==> config.mk <==
export PLATFORM = sky130hd
export DESIGN_NAME = tdm_vc_xbar
export DESIGN_NICKNAME = d
export VERILOG_FILES = /design/src/rtl/tdm_xbar_pkg.sv /design/src/rtl/tdm_rr_arbiter.sv /design/src/rtl/tdm_vc_coord.sv /design/src/rtl/tdm_xbar_path.sv /design/src/rtl/tdm_vc_xbar.sv
export SDC_FILE = /design/constraint.sdc
export NUM_CORES = 1
export LEC_CHECK = 0
export BUFFER_PORTS_ARGS = -buffer_cell sky130_fd_sc_hd__buf_4
export CAP_MARGIN = 30
export CORE_MARGIN = 2
export CORE_UTILIZATION = 36
export DETAILED_ROUTE_END_ITERATION = 12
export GPL_ROUTABILITY_DRIVEN = 0
export SYNTH_ARGS = -nofsm -noshare
export SYNTH_HDL_FRONTEND = slang
export SYNTH_SLANG_ARGS = --single-unit
==> constraint.sdc <==
create_clock -name clk -period 7.4 [get_ports clk]
set_input_delay 0 -clock clk [delete_from_list [all_inputs] [get_ports clk]]
set_output_delay 0 -clock clk [all_outputs]
set_load 0.02 [all_outputs]
==> src/rtl/tdm_xbar_pkg.sv <==
package tdm_xbar_pkg;

  typedef enum logic [1:0] {
    VC_IDLE  = 2'd0,
    VC_EMPTY = 2'd1,
    VC_READY = 2'd2,
    VC_BUSY  = 2'd3
  } vc_state_e;

  // Classify one channel from its ownership and the queue status flags.
  function automatic vc_state_e vc_classify(input logic owned, input logic full, input logic empty);
    if (!owned) return empty ? VC_IDLE : VC_BUSY;
    if (full)   return VC_BUSY;
    return empty ? VC_EMPTY : VC_READY;
  endfunction

  function automatic int vc_slot(input int port, input int lane, input int lanes);
    return port * lanes + lane;
  endfunction

  function automatic int vc_port_of(input int vc, input int lanes);
    return vc / lanes;
  endfunction

  function automatic int rr_next(input int idx, input int n);
    return (idx + 1) % n;
  endfunction

endpackage

==> src/rtl/tdm_rr_arbiter.sv <==
module tdm_rr_arbiter
  import tdm_xbar_pkg::*;
#(
  parameter int N = 4,
  localparam int PW = (N > 1) ? $clog2(N) : 1
) (
  input  logic         clk,
  input  logic         rst_n,
  input  logic [N-1:0] req,
  output logic [N-1:0] gnt
);

  logic [PW-1:0] ptr_q;
  logic [PW-1:0] win;
  logic [PW-1:0] idx_c;
  logic          gnt_any;

  always_comb begin
    gnt     = '0;
    gnt_any = 1'b0;
    win     = '0;
    idx_c   = '0;
    for (int s = 0; s < N; s++) begin
      idx_c = PW'((int'(ptr_q) + s) % N);
      if (!gnt_any && req[idx_c]) begin
        gnt_any = 1'b1;
        win     = idx_c;
      end
    end
    if (gnt_any) gnt[win] = 1'b1;
  end

  always_ff @(posedge clk) begin
    if (!rst_n)       ptr_q <= '0;
    else if (gnt_any) ptr_q <= PW'(rr_next(int'(win), N));
  end

  p_one_grant_r7: assert property (@(posedge clk) disable iff (!rst_n) $onehot0(gnt));
  p_grant_has_req_r8: assert property (@(posedge clk) disable iff (!rst_n) (gnt & ~req) == '0);
  p_work_conserving_r8: assert property (@(posedge clk) disable iff (!rst_n) (|req) |-> (|gnt));

endmodule

==> src/rtl/tdm_vc_coord.sv <==
module tdm_vc_coord
  import tdm_xbar_pkg::*;
#(
  parameter int N_IN  = 4,
  parameter int N_OUT = 4,
  parameter int VCS   = 2,
  localparam int VC_N  = N_OUT * VCS,
  localparam int VC_W  = (VC_N > 1) ? $clog2(VC_N) : 1,
  localparam int DST_W = (N_OUT > 1) ? $clog2(N_OUT) : 1,
  localparam int LN_W  = (VCS > 1) ? $clog2(VCS) : 1
) (
  input  logic                    clk,
  input  logic                    rst_n,
  input  logic [N_IN-1:0]         in_valid,
  input  logic [N_IN-1:0]         in_eop,
  input  logic [N_IN*DST_W-1:0]   in_dest,
  input  logic [VC_N-1:0]         vc_full,
  input  logic [VC_N-1:0]         vc_empty,
  input  logic [N_IN-1:0]         fire,
  output logic [N_OUT*N_IN-1:0]   req_mat,
  output logic [N_IN*VC_W-1:0]    tgt_vc
);

  logic [VC_N-1:0] owned_q;
  logic [N_IN-1:0] held_q;
  logic [VC_W-1:0] held_vc_q [N_IN];

  vc_state_e       st [VC_N];
  logic [N_OUT-1:0] path_free;
  logic [LN_W-1:0]  free_lane [N_OUT];
  logic [DST_W-1:0] port_c [N_IN];
  logic [VC_W-1:0]  tgt_c [N_IN];
  logic [N_IN-1:0]  want_c;

  // Channel states and per-port availability (lowest idle lane wins).
  always_comb begin
    for (int v = 0; v < VC_N; v++) st[v] = vc_classify(owned_q[v], vc_full[v], vc_empty[v]);
    for (int o = 0; o < N_OUT; o++) begin
      path_free[o] = 1'b0;
      free_lane[o] = '0;
      for (int k = VCS - 1; k >= 0; k--) begin
        if (st[vc_slot(o, k, VCS)] == VC_IDLE) begin
          path_free[o] = 1'b1;
          free_lane[o] = LN_W'(k);
        end
      end
    end
  end

  // Per-input request: continue a locked packet or open a new one.
  always_comb begin
    req_mat = '0;
    for (int i = 0; i < N_IN; i++) begin
      if (held_q[i]) begin
        tgt_c[i]  = held_vc_q[i];
        port_c[i] = DST_W'(vc_port_of(int'(held_vc_q[i]), VCS));
        want_c[i] = (st[held_vc_q[i]] != VC_BUSY);
      end else begin
        port_c[i] = in_dest[i*DST_W +: DST_W];
        tgt_c[i]  = VC_W'(vc_slot(int'(port_c[i]), int'(free_lane[port_c[i]]), VCS));
        want_c[i] = path_free[port_c[i]];
      end
      tgt_vc[i*VC_W +: VC_W] = tgt_c[i];
      for (int o = 0; o < N_OUT; o++)
        req_mat[o*N_IN + i] = in_valid[i] && want_c[i] && (port_c[i] == DST_W'(o));
    end
  end

  always_ff @(posedge clk) begin
    if (!rst_n) begin
      owned_q <= '0;
      held_q  <= '0;
      for (int i = 0; i < N_IN; i++) held_vc_q[i] <= '0;
    end else begin
      for (int i = 0; i < N_IN; i++) begin
        if (fire[i]) begin
          if (held_q[i]) begin
            if (in_eop[i]) begin
              owned_q[held_vc_q[i]] <= 1'b0;
              held_q[i]             <= 1'b0;
            end
          end else if (!in_eop[i]) begin
            owned_q[tgt_c[i]] <= 1'b1;
            held_q[i]         <= 1'b1;
            held_vc_q[i]      <= tgt_c[i];
          end
        end
      end
    end
  end

  for (genvar gi = 0; gi < N_IN; gi++) begin : g_chk
    p_held_owned_r4: assert property (@(posedge clk) disable iff (!rst_n)
      held_q[gi] |-> owned_q[held_vc_q[gi]]);
    p_tail_release_r4: assert property (@(posedge clk) disable iff (!rst_n)
      (fire[gi] && in_eop[gi]) |=> !held_q[gi]);
    p_lock_kept_r4: assert property (@(posedge clk) disable iff (!rst_n)
      (held_q[gi] && !(fire[gi] && in_eop[gi])) |=> (held_q[gi] && $stable(held_vc_q[gi])));
  end

endmodule

==> src/rtl/tdm_xbar_path.sv <==
module tdm_xbar_path #(
  parameter int N_IN   = 4,
  parameter int VC_N   = 8,
  parameter int FLIT_W = 8,
  localparam int VC_W  = (VC_N > 1) ? $clog2(VC_N) : 1
) (
  input  logic                     clk,
  input  logic                     rst_n,
  input  logic [N_IN-1:0]          fire,
  input  logic [N_IN*VC_W-1:0]     tgt_vc,
  input  logic [N_IN*FLIT_W-1:0]   in_flit,
  output logic [VC_N-1:0]          vc_wr_en,
  output logic [VC_N*FLIT_W-1:0]   vc_wr_data
);

  logic [VC_N-1:0]        sel_en;
  logic [VC_N*FLIT_W-1:0] sel_dat;

  always_comb begin
    sel_en  = '0;
    sel_dat = '0;
    for (int v = 0; v < VC_N; v++) begin
      for (int i = 0; i < N_IN; i++) begin
        if (fire[i] && (tgt_vc[i*VC_W +: VC_W] == VC_W'(v))) begin
          sel_en[v] = 1'b1;
          sel_dat[v*FLIT_W +: FLIT_W] = in_flit[i*FLIT_W +: FLIT_W];
        end
      end
    end
  end

  always_ff @(posedge clk) begin
    if (!rst_n) begin
      vc_wr_en   <= '0;
      vc_wr_data <= '0;
    end else begin
      vc_wr_en   <= sel_en;
      vc_wr_data <= sel_dat;
    end
  end

  for (genvar gv = 0; gv < VC_N; gv++) begin : g_chk
    p_one_cycle_r2: assert property (@(posedge clk) disable iff (!rst_n)
      sel_en[gv] |=> vc_wr_en[gv]);
    p_no_spurious_r2: assert property (@(posedge clk) disable iff (!rst_n)
      !sel_en[gv] |=> !vc_wr_en[gv]);
  end

endmodule

==> src/rtl/tdm_vc_xbar.sv <==
module tdm_vc_xbar #(
  parameter int N_IN   = 4,
  parameter int N_OUT  = 4,
  parameter int VCS    = 2,
  parameter int FLIT_W = 8,
  localparam int VC_N  = N_OUT * VCS,
  localparam int VC_W  = (VC_N > 1) ? $clog2(VC_N) : 1,
  localparam int DST_W = (N_OUT > 1) ? $clog2(N_OUT) : 1
) (
  input  logic                     clk,
  input  logic                     rst_n,
  input  logic [N_IN-1:0]          in_valid,
  input  logic [N_IN-1:0]          in_eop,
  input  logic [N_IN*DST_W-1:0]    in_dest,
  input  logic [N_IN*FLIT_W-1:0]   in_flit,
  output logic [N_IN-1:0]          in_stall,
  input  logic [VC_N-1:0]          vc_full,
  input  logic [VC_N-1:0]          vc_empty,
  output logic [VC_N-1:0]          vc_wr_en,
  output logic [VC_N*FLIT_W-1:0]   vc_wr_data
);

  logic [N_OUT*N_IN-1:0] req_mat;
  logic [N_OUT*N_IN-1:0] gnt_mat;
  logic [N_IN-1:0]       fire;
  logic [N_IN*VC_W-1:0]  tgt_vc;

  tdm_vc_coord #(.N_IN(N_IN), .N_OUT(N_OUT), .VCS(VCS)) u_coord (
    .clk      (clk),
    .rst_n    (rst_n),
    .in_valid (in_valid),
    .in_eop   (in_eop),
    .in_dest  (in_dest),
    .vc_full  (vc_full),
    .vc_empty (vc_empty),
    .fire     (fire),
    .req_mat  (req_mat),
    .tgt_vc   (tgt_vc)
  );

  for (genvar go = 0; go < N_OUT; go++) begin : g_port
    tdm_rr_arbiter #(.N(N_IN)) u_arb (
      .clk   (clk),
      .rst_n (rst_n),
      .req   (req_mat[go*N_IN +: N_IN]),
      .gnt   (gnt_mat[go*N_IN +: N_IN])
    );
  end

  always_comb begin
    fire = '0;
    for (int o = 0; o < N_OUT; o++) fire = fire | gnt_mat[o*N_IN +: N_IN];
  end

  assign in_stall = in_valid & ~fire;

  tdm_xbar_path #(.N_IN(N_IN), .VC_N(VC_N), .FLIT_W(FLIT_W)) u_path (
    .clk        (clk),
    .rst_n      (rst_n),
    .fire       (fire),
    .tgt_vc     (tgt_vc),
    .in_flit    (in_flit),
    .vc_wr_en   (vc_wr_en),
    .vc_wr_data (vc_wr_data)
  );

  p_fire_needs_valid_r1: assert property (@(posedge clk) disable iff (!rst_n)
    (fire & ~in_valid) == '0);

endmodule

After elaboration in Yosys (flattened, before gate mapping). Memory sizes are Yosys's and may differ from the RTL's. Index checks and enable logic that the tools add are counted.

Bits in writable memories: 12. Flip-flop bits (word level): 92. Input port bits: 66. Memories: 1. Word-level logic and storage cells: 581.

Reductions and logical operators: 104. $lt $le $gt $ge: 52. $add $sub $neg: 20. Mux-type cells: 320. Equal/unequal tests: 44. Bitwise operators: 29.

Memories: u_coord.held_vc_q (words 4, bits a word 3, read ports 4, clocked after memory_dff 0, wr ports 4, line tdm_vc_coord.sv:26) `logic [VC_W-1:0] held_vc_q [N_IN];`.

Operators by type and width (number): $mux 8 (51); $mux 2 (76); $mux 1 (141); $logic_and 1x1->1 (76); $lt 2x3->1 const B (24); $bmux 1 s2 (24); $eq 3x3->1 const B (16); $and 8x8->8 (4); $lt 3x4->1 const B (8); $not 8->8 (4); $or 8x8->8 (4); $bmux 2 s3 (4); $demux 1 s3 (8); $eq 3x2->1 const B (8); $ge 3x1->1 const B (8); $logic_not 2->1 (12); $mux 3 (8); $add 2x1->2 const B (8); $add 2x2->2 const B (8); $eq 2x2->1 const B (8); $ge 4x4->1 const B (4); $mux 4 (4); $not 3->4 (4); $add 3x1->3 (4); other kinds (13) (53).

Longest topological paths before layout. Gate-level depths: netlist of run 1.

Depth after elaboration: 49. Gate-level depth with buffers: 22. Gate-level depth less buffers: 20.

Modules after synthesis. Synthesis of run 1 repeated with hierarchy kept, for this count alone.

Cells, all modules: 948. Area, all modules: 7937.6 um^2.

By module, submodules not included: tdm_xbar_path (cells an instance 442, times used 1, area an instance 3905.0 um^2); tdm_vc_coord (cells an instance 379, times used 1, area an instance 2889.0 um^2); tdm_rr_arbiter (g_port[0].u_arb ...) (cells an instance 29, times used 3, area an instance 265.3 um^2); tdm_rr_arbiter (g_port[3].u_arb) (cells an instance 28, times used 1, area an instance 262.8 um^2); tdm_vc_xbar (cells an instance 12, times used 1, area an instance 85.1 um^2).

Least setup slack after synthesis of run 1. Ideal clock, no wire load.

Kind: register -> register. Start point: mem u_coord.held_vc_q[1][1] in the netlist's numbering. End point: reg u_path.vc_wr_data[52]. Buffers on the path: 3. Library setup time: 0.137 ns. Stages on the path, launching flop included: 21. Data arrival time: 4.111 ns. Period minus slack after synthesis: 4.248 ns. Slack: 3.152 ns. Data required time: 7.263 ns. Cells stage by stage: edfxtp_1 > buf_2 > nor2_1 > a221oi_1 > o211a_2 > o22ai_1 > nor2b_1 > nor2_1 > o21ai_0 > and3_1 > and2_1 > inv_1 > ha_1 > a21boi_0 > a2111o_1 > or3_1 > buf_2 > a31o_1 > buf_2 > a221oi_1 > a2111oi_1.

RTL lines: start: declaration (line tdm_vc_coord.sv:26); end signal: assignment (line tdm_xbar_path.sv:38) `vc_wr_data <= sel_dat;`; end: declaration (line tdm_xbar_path.sv:13) `output logic [VC_N*FLIT_W-1:0] vc_wr_data`.

Worst setup path after layout of run 1.
Start point: reg u_coord.owned_q[0]. End point: reg u_path.vc_wr_data[49].

Word-level cells in the longest chain between the ends: 33.

RTL lines: start: declaration (line tdm_vc_coord.sv:24) `logic [VC_N-1:0] owned_q;`; start signal: assignment (line tdm_vc_coord.sv:71) `owned_q <= '0;`; start signal: indexed assignment (line tdm_vc_coord.sv:79) `owned_q[held_vc_q[i]] <= 1'b0;`; start signal: indexed assignment (line tdm_vc_coord.sv:83) `owned_q[tgt_c[i]] <= 1'b1;`; $mux 2 * (line tdm_xbar_pkg.sv:13) `if (full) return VC_BUSY;`; $bmux 2 s3 / $logic_not 2->1 (equally long branches) (line tdm_vc_coord.sv:57, tdm_vc_coord.sv:42); $mux 2 (not written as such) / $mux 1 (equally long branches) (line tdm_vc_coord.sv:57, tdm_vc_coord.sv:42); $mux 2 (not written as such) / $bmux 1 s2 (equally long branches) (line tdm_vc_coord.sv:57, tdm_vc_coord.sv:61); $ne 2x2->1 / $mux 1 (equally long branches) (line tdm_vc_coord.sv:57, tdm_vc_coord.sv:61); $mux 1 (line tdm_vc_coord.sv:54) `if (held_q[i]) begin`; $logic_and 1x1->1 (2 in a row) (line tdm_vc_coord.sv:65) `req_mat[o*N_IN + i] = in_valid[i] && want_c[i] && (port_c[i] == DST_W'(o));`; $bmux 1 s2 (line tdm_rr_arbiter.sv:25) `if (!gnt_any && req[idx_c]) begin`; [12 not listed]; $logic_and 1x1->1 (not written as such) (line tdm_rr_arbiter.sv:30) `if (gnt_any) gnt[win] = 1'b1;`; $mux 1 (not written as such) (line tdm_rr_arbiter.sv:30); $demux 1 s2; $mux 4 (line tdm_rr_arbiter.sv:30); $or 4x4->4 (3 in a row) (line tdm_vc_xbar.sv:52) `for (int o = 0; o < N_OUT; o++) fire = fire | gnt_mat[o*N_IN +: N_IN];`; $logic_and 1x1->1 (line tdm_xbar_path.sv:24) `if (fire[i] && (tgt_vc[i*VC_W +: VC_W] == VC_W'(v))) begin`; $mux 8 (3 in a row) (line tdm_xbar_path.sv:24); $mux 8 * (line tdm_xbar_path.sv:24).

Every way passes the cells marked *; elsewhere a longest branch is shown, timed or not. The select of a mux whose other input is x is not followed. A chain may end at the register's enable or synchronous reset.

==> results by group, run 1 <==
Setup path
  • Reg-to-reg setup timing slack: 1.19 ns
  • Critical-path cell list: nor2b_1 > nor3_1 > o21ai_0 > nand3_1 > o22ai_1 > nor2b_1 > nor2_1 > o21ai_0 > and3_1 > and2_1 > inv_1 > ha_1 > a21boi_0 > a2111o_1 > nor3_4 > or4_1 > nor2_1 > a2111oi_1 > dlygate4sd3_1
  • Reg2reg path depth: 19
  • Slowest CP cell: nor3_4
  • RR Startpoint: u_coord.owned_q[0]
  • CP max stage delay: 0.65 ns
  • Setup Crit Path Kind: flop to flop
  • CP arrival: 6.52 ns
  • Critical path fanouts, max: 18
  • R2r endpoint: u_path.vc_wr_data[49]
  • Worst Path Required: 7.72 ns
  • Startpoint types: flop
  • Crit path capture type: flop

Detailed routing
  • # DRC: 0
  • Via density: 6.69
  • Post-detailed-route count of antenna-violating nets: 0
  • Routed WL: 36.8 mm
  • DR vias: 10000
  • Routed wire length per instance: 24.6 um
  • Iteration-0 DRC Markers: ~1500
  • DRT Pass-1 Iters: 6

Placement
  • DP Worst Slack: 1.92 ns
  • Buffers on Ports: approximately 140
  • Detailed Place HPWL: 27.6 mm

CTS
  • Clock root cell: clkbuf_16
  • CTS Buf Count: 9
  • Htree depth: 3
  • Clk slew on worst S/H paths: 0.08 ns
  • Post-CTS Setup Inserts: 0
  • Clk buf depth: 2
  • CTS tree: built
  • Clock Latency Late Sink: 0.37 ns
  • Clock sinks: 104

Synthesis
  • #FFs+latches synth: 104
  • EDFF count, synth: 12
  • Synth Area per Inst: 7.88 sq um
  • Syn Std Cell Area: 8400 sq um
  • Syn_nets: 1148
  • Synth cell types: 89
  • Main synth FF type: dfxtp_1
  • Sequential share of the synthesized area: 26.2%
  • Post-Synthesis Cells: 1066
  • Ys async rst share: 0%
  • Synth warn: 0

Floorplan
  • Starting density of the core: 36.9%
  • Core area: 22800 sq um
  • Placement Rows: between 50 and 60
  • Die span in y: 157 um
  • Die Area: approximately 25000 sq um
  • DIE WIDTH: 157 um
  • I/O Pins: 142

STA
  • F_max: 161 MHz
  • RSZ-0062 raised after global routing: false
  • Minimum clock period: ~6.2 ns
  • Rel. slew slack: 28.7%
  • Fin. Hold Viols: 0
  • Tightest Pin Transition: 1.06 ns
  • TNS Setup: 0 ns
  • Final setup margin: 1.19 ns
  • Slew Limit Fails: 0
  • Clock skew: about 0.011 ns
  • Fin Hold WS: 0.0106 ns
  • Setup-failing EPs final: 0
  • Fin crit share: 83.9%

Global routing
  • Tot GR Track Use: between 20% and 30%
  • Initial antenna violation count: 0
  • Pin count of the biggest net entering global routing: 69
  • Final global-route overflow total: 0
  • First-pass GRT wire length: 55.6 mm
  • Vias in the first global route: 9277

Worst hold path
  • End of the worst hold path: u_path.vc_wr_data[17]
  • Hold Path Class: input pin to flop
  • Min-delay src: in_flit[9]
  • Hold Crit Depth: 3

Flow run
  • Max Cap Viol: 0

Outcome
  • Status: complete, no violations

Power
  • Reg power frac: 28.9%
  • Logic pwr share: 52.9%
  • VDD IR-drop max: 0.0981 mV
  • Internal: 1.43 mW
  • Sw Ratio: between 40% and 50%
  • Net switching power: ~1.3 mW
  • Lkg Pwr: ~3.8 nW
  • Clock group share of total power: 18.2%
  • PwrDens: 271 nW/um^2

Cells and area
  • Filler cell count: 2243
  • Area delta synth->final: 21.6%
  • Final nets: 1262
  • Register area: 2200 sq um
  • Layout cell share with drive strength beyond 1: 18.0%
  • ANT cells: 0
  • Area of the multi-input gates: about 5700 sq um
-- final cells by class --
type | count | share of cell area, %
Timing Repair Buffer | 186 | 14.4
Sequential cell | 104 | 21.6
Inverter | 34 | 1.25
Clock inverter | 7 | 0.796
Multi-Input combinational cell | 845 | 56.0
Clock buffer | 9 | 2.20
Tap cell | 313 | 3.83
-- worst max-delay path by stage --
stage                                  from                    end  cells after the start
global placement         u_coord.owned_q[2]  u_path.vc_wr_data[34]                     20
floorplan           u_coord.held_vc_q[1][1]  u_path.vc_wr_data[52]                     20
finish                   u_coord.owned_q[0]  u_path.vc_wr_data[49]                     19
detailed placement  u_coord.held_vc_q[3][1]  u_path.vc_wr_data[46]                     17
global route             u_coord.owned_q[7]  u_path.vc_wr_data[51]                     19
CTS                      u_coord.owned_q[0]  u_path.vc_wr_data[49]                     19
-- power by group through the flow --
stage	Combinational [mW]	Clock (mW)	Sequential, mW
global route	1.55	0.529	0.815
floorplan	0.893	0	0.812
detailed placement	1.38	0	0.807
CTS	1.41	0.509	0.795
finish	1.47	0.504	0.800
global placement	1.37	0	0.807
-- stage by stage --
stage | power (mW) | util, % | area, sq um | std cells
final | 2.77 | 44.9 | 10200 | 1498
after global routing | 2.89 | 44.9 | 10200 | 1498
after CTS | 2.71 | 44.8 | 10200 | 1496
after detailed placement | 2.19 | 42.1 | 9600 | 1450
after global placement | 2.18 | 42.0 | 9570 | 1446
after floorplan | 1.70 | - | 8400 | 1066
-- cells by family after synthesis --
| logic type | after synthesis | synth area share (%) |
|---|---|---|
| adder cells (fa/ha/maj) | 16 | 2.38 |
| buffers and inverters | 117 | 5.70 |
| AO/OA/AOI/OAI | 400 | 38.3 |
| multiplexers | 12 | 2.06 |
| flip-flops | 104 | 26.2 |
| AND/OR/NAND/NOR | 417 | 25.3 |
-- state kept, by name (all words and copies together), names as in the netlist --
register,cells
u_path.vc_wr_data,64
u_path.vc_wr_en,8
u_coord.owned_q,8
u_coord.held_q,4
g_port.u_arb.ptr_q,8
u_coord.held_vc_q,12
-- synth_stat cells, types with 7 or more instances --
library cell / count / area, sq um
nor2_1: 103 / 387
nand2_1: 94 / 353
dfxtp_1: 92 / 1840
clkbuf_1: 45 / 169
nor3_1: 45 / 225
nand4_1: 39 / 244
o21ai_0: 37 / 185
a221oi_1: 36 / 315
a21o_1: 35 / 263
o221ai_1: 35 / 307
a21oi_1: 34 / 170
inv_1: 33 / 124
nand2b_1: 24 / 150
nor2b_1: 23 / 144
and3_1: 20 / 125
a211oi_1: 18 / 135
buf_1: 18 / 67.6
buf_2: 17 / 85.1
o211ai_1: 17 / 128
a2111oi_1: 16 / 160
ha_1: 16 / 200
nand3_1: 16 / 80.1
edfxtp_1: 12 / 360
o22ai_1: 12 / 75.1
o21a_1: 11 / 82.6
nor3b_1: 10 / 75.1
nor4_1: 10 / 62.6
o211ai_2: 10 / 125
a311o_1: 8 / 80.1
and2_1: 8 / 50.1
a21boi_0: 7 / 52.6
a21boi_1: 7 / 52.6
a22oi_1: 7 / 52.6
o21ai_1: 7 / 35.0
-- layer usage --
metal  routed length, um  GRT usage (%)  vias up  part of all wire, %
met3                4770           7.23      107                   13
li1                    -              -     4416                    -
met4                1410           12.4        0                  3.8
met2               15400           42.7      762                   42
met5                   0              0        -                    0
met1               15200           41.4     4734                   41
-- critical path, delay by kind of cell, from the launching register on --
family / cells / cell delay (ns)
simple gates: 10 / 2.78
compound gates: 6 / 2.11
buf+inv: 2 / 0.66
flops: 1 / 0.39
fa+ha+maj: 1 / 0.20
-- cells in the final DEF, fill, tap and decap left out, types with 8 or more instances in the layout --
master	netlist	final
a2111oi_1	16	16
a211oi_1	18	18
a21o_1	35	35
a21oi_1	34	34
a221oi_1	36	36
a311o_1	8	8
and2_1	8	8
and3_1	20	20
buf_4	1	154
clkbuf_16	0	9
dfxtp_1	92	92
dlygate4sd3_1	0	30
edfxtp_1	12	12
ha_1	16	16
inv_1	33	33
nand2_1	94	94
nand2b_1	24	24
nand3_1	16	16
nand4_1	39	39
nor2_1	103	103
nor2b_1	23	23
nor3_1	45	45
nor3b_1	10	10
nor4_1	10	10
o211ai_1	17	17
o211ai_2	10	10
o21a_1	11	11
o21ai_0	37	37
o221ai_1	35	35
o22ai_1	12	12
-- what timing repair did --
action                                 CTS  global route
hold buffers                            30             0
endpoints found under the hold margin   31             0
gates resized for setup                  0             0
Note: power is estimated with default switching activity, not from simulation.
==> run 2, diff against run 1 <==
--- a/config.mk
+++ b/config.mk
@@ -5,6 +5,7 @@
 export SDC_FILE = /design/constraint.sdc
 export NUM_CORES = 1
 export LEC_CHECK = 0
+export ABC_AREA = 1
 export BUFFER_PORTS_ARGS = -buffer_cell sky130_fd_sc_hd__buf_4
 export CAP_MARGIN = 30
 export CORE_MARGIN = 2
==> constraint.sdc (replaced) <==
create_clock -name clk -period 5.7 [get_ports clk]
set_input_delay 0 -clock clk [delete_from_list [all_inputs] [get_ports clk]]
set_output_delay 0 -clock clk [all_outputs]
set_load 0.02 [all_outputs]
==> results by group, run 2 <==
STA
  • Tightest Pin Transition: 0.948 ns
  • TNS Setup: 0 ns
  • RSZ-0062 raised after global routing: false
  • Slew Limit Fails: 0
  • F_max: 191 MHz
  • Final setup margin: roughly 0.46 ns
  • Fin. Hold Viols: 0
  • Rel. slew slack: 36.1%
  • Clock skew: 0.0104 ns
  • Setup-failing EPs final: 0
  • Fin Hold WS: about 0.0075 ns
  • Fin crit share: approximately nine tenths
  • Minimum clock period: 5.24 ns

Setup path
  • Setup Crit Path Kind: flop to flop
  • Critical-path cell list: inv_1 > nand2_2 > nand2_1 > nand2_1 > nand3_1 > nand2_1 > o21ai_2 > nand4_1 > nand2_1 > o21ai_2 > inv_1 > a21oi_1 > nand2_1 > inv_1 > nor2_1 > xor2_1 > nor2_1 > inv_1 > ha_1 > nand2_1 > nand4_1 > nand2_1 > o211ai_1 > a21oi_1
  • Worst Path Required: 5.96 ns
  • Reg2reg path depth: 24
  • Critical path fanouts, max: 18
  • Crit path capture type: flop
  • Largest delay share family, worst path: simple AND/OR/NAND/NOR gates
  • RR Startpoint: u_coord.owned_q[5]
  • Startpoint types: flop
  • CP max stage delay: 0.76 ns
  • Reg-to-reg setup timing slack: 0.46 ns
  • Worst path most repeated cell: nand2_1
  • Buf/Inv on CP: 4
  • Slowest CP cell: nand2_1
  • CP arrival: 5.50 ns
  • R2r endpoint: u_path.vc_wr_data[10]

Synthesis
  • Most numerous cell in the Yosys netlist: nand2_1
  • #FFs+latches synth: ~100
  • Syn Std Cell Area: 9040 sq um
  • Sequential share of the synthesized area: 24.4%
  • Synth Area per Inst: 5.85 sq um
  • Largest area contributor in the netlist: dfxtp_1
  • Main synth FF type: dfxtp_1
  • Synth area leaders: dfxtp_1 20%, nand2_1 14%, nand3_1 11%
  • Commonest cells post-synth: 348 x nand2_1, 250 x inv_1, 196 x nand3_1, 152 x o21ai_0, 121 x nor2_1
  • Synth warn: 0
  • Syn_nets: approximately 1600
  • Post-Synthesis Cells: 1545
  • Yosys top cell area share: 20.4%
  • Synth cell types: 43
  • Ys async rst share: 0%
  • EDFF count, synth: 12

Worst hold path
  • Hold Crit Depth: 5
  • End of the worst hold path: u_path.vc_wr_data[42]
  • Hold Path Class: input pin to flop
  • Min-delay src: in_flit[18]

CTS
  • CTS tree: built
  • Hold_buf cts: 5
  • CTS Buf Count: 9
  • Clock root cell: clkbuf_16
  • Post-CTS Setup Inserts: 0
  • Clock sinks: 104
  • Clk buf depth: 2
  • Htree depth: 3
  • Clock Latency Late Sink: 0.37 ns
  • Resized Gates After CTS: 0
  • Clk slew on worst S/H paths: roughly 0.08 ns

Power
  • Logic pwr share: between 70% and 80%
  • Internal: slightly below 3 mW
  • Sw Ratio: 60.0%
  • Reg power frac: 17.1%
  • Total design power: 7.27 mW
  • PwrDens: 687 nW/um^2
  • Clock group share of total power: 9.0%
  • Lkg Pwr: 5.30 nW
  • Net switching power: 4.36 mW
  • VDD IR-drop max: 0.364 mV

Floorplan
  • Starting density of the core: 36.9%
  • I/O Pins: 142
  • Core area: 24500 sq um
  • DIE WIDTH: approximately 160 um
  • Die Area: 26400 sq um
  • Die span in y: between 150 and 200 um
  • Placement Rows: 57

Cells and area
  • Area delta synth->final: 17.0%
  • Layout cell share with drive strength beyond 1: 13.3%
  • Final nets: approximately 1700
  • Most frequent cells in the layout: 348 x nand2_1, 250 x inv_1, 196 x nand3_1
  • Top Registers: u_path.vc_wr_data x64, u_coord.held_vc_q x12
  • Top reg by flops: u_path.vc_wr_data
  • Leading cell type in the layout, fill and taps excluded: nand2_1
  • Max reg flops: 64

Detailed routing
  • Routed wire length per instance: 18.9 um
  • Routed WL: 37.5 mm
  • DR vias: 11000
  • Iteration-0 DRC Markers: about 1300
  • # DRC: 0
  • Via density: approximately 5.5
  • DRT Pass-1 Iters: 6
  • Post-detailed-route count of antenna-violating nets: 0

Global routing
  • Vias in the first global route: 9819
  • Initial antenna violation count: 1
  • First-pass GRT wire length: approximately 56 mm
  • Tot GR Track Use: 27.9%
  • Final global-route overflow total: 0
  • Pin count of the biggest net entering global routing: a little over 80

Placement
  • DP Worst Slack: around 0.76 ns
  • Buffers on Ports: 141
  • Detailed Place HPWL: 28.2 mm

Flow run
  • Max Cap Viol: 0

Outcome
  • Status: complete, no violations
-- run 2: cell count changes in the layout (fill, tap and decap cells not counted), moves of 36 or more --
cell      change
nand3_1     +180
o21ai_1      +41
a221oi_1     -36
nor3_1       -41
o21ai_0     +115
nand2_1     +254
inv_1       +217
-- run 2: worst max-delay path by stage --
| stage | from | cells past startpoint | endpoint |
|---|---|---|---|
| 5_1_grt | u_coord.owned_q[2] | 28 | u_path.vc_wr_data[43] |
| 3_5_place_dp | u_coord.owned_q[5] | 29 | u_path.vc_wr_data[13] |
| 6_report | u_coord.owned_q[5] | 24 | u_path.vc_wr_data[10] |
| 2_1_floorplan | u_coord.held_vc_q[2][0] | 24 | u_coord.held_vc_q[0][0] |
| 3_3_place_gp | u_coord.owned_q[4] | 26 | u_path.vc_wr_data[10] |
| 4_1_cts | u_coord.owned_q[5] | 27 | u_path.vc_wr_data[13] |
-- run 2: layout make-up --
cell class,instances,area (sq um)
Antenna cell,1,2.50
Fill cell,2679,13900
Multi-Input combinational cell,1120,5550
Tap cell,324,405
Inverter,268,1010
Clock buffer,9,225
Sequential cell,104,2200
Timing Repair Buffer,148,1120
Clock inverter,7,67.6
-- run 2: logic make-up (layout without fill, tap and decap cells) --
group | after synthesis | count (layout) | share of synthesized area, %
AO/OA/AOI/OAI | 329 | 329 | 20.3
AND/OR/NAND/NOR | 768 | 768 | 38.2
flip-flops | 104 | 104 | 24.4
other | 0 | 1 | 0
buffers and inverters | 321 | 432 | 14.3
XOR/XNOR | 7 | 7 | 0.678
adder cells (fa/ha/maj) | 16 | 16 | 2.22
-- run 2: through the flow --
stage	instance area [sq um]	instances	utilization, %
final	10600	1981	43.2
after global routing	10600	1980	43.2
after CTS	10600	1980	43.2
after detailed placement	10200	1959	41.8
after global placement	10200	1959	41.8
after floorplan	9040	1545	-
-- run 2: power groups by stage --
stage                     clock, mW  sequential (mW)  combinational [mW]
after global placement            0             1.25                5.21
after floorplan                   0             1.31                3.78
final                         0.651             1.24                5.38
after CTS                     0.655             1.23                5.26
after global routing          0.678             1.26                5.94
after detailed placement          0             1.25                5.23
-- run 2: tightest hold or removal path, cell delays in order --
cell and delay, ns:
buf_4 0.14, nand2_1 0.06, nand3_1 0.07, nand2_1 0.04, inv_1 0.04
-- run 2: per-layer routing --
layer	wire length, um	track usage, %	share of wire [%]
met1	15600	37.8	42
met2	16000	42.5	43
met4	1280	9.90	3.4
met5	13	0	0.035
met3	4570	7.51	12
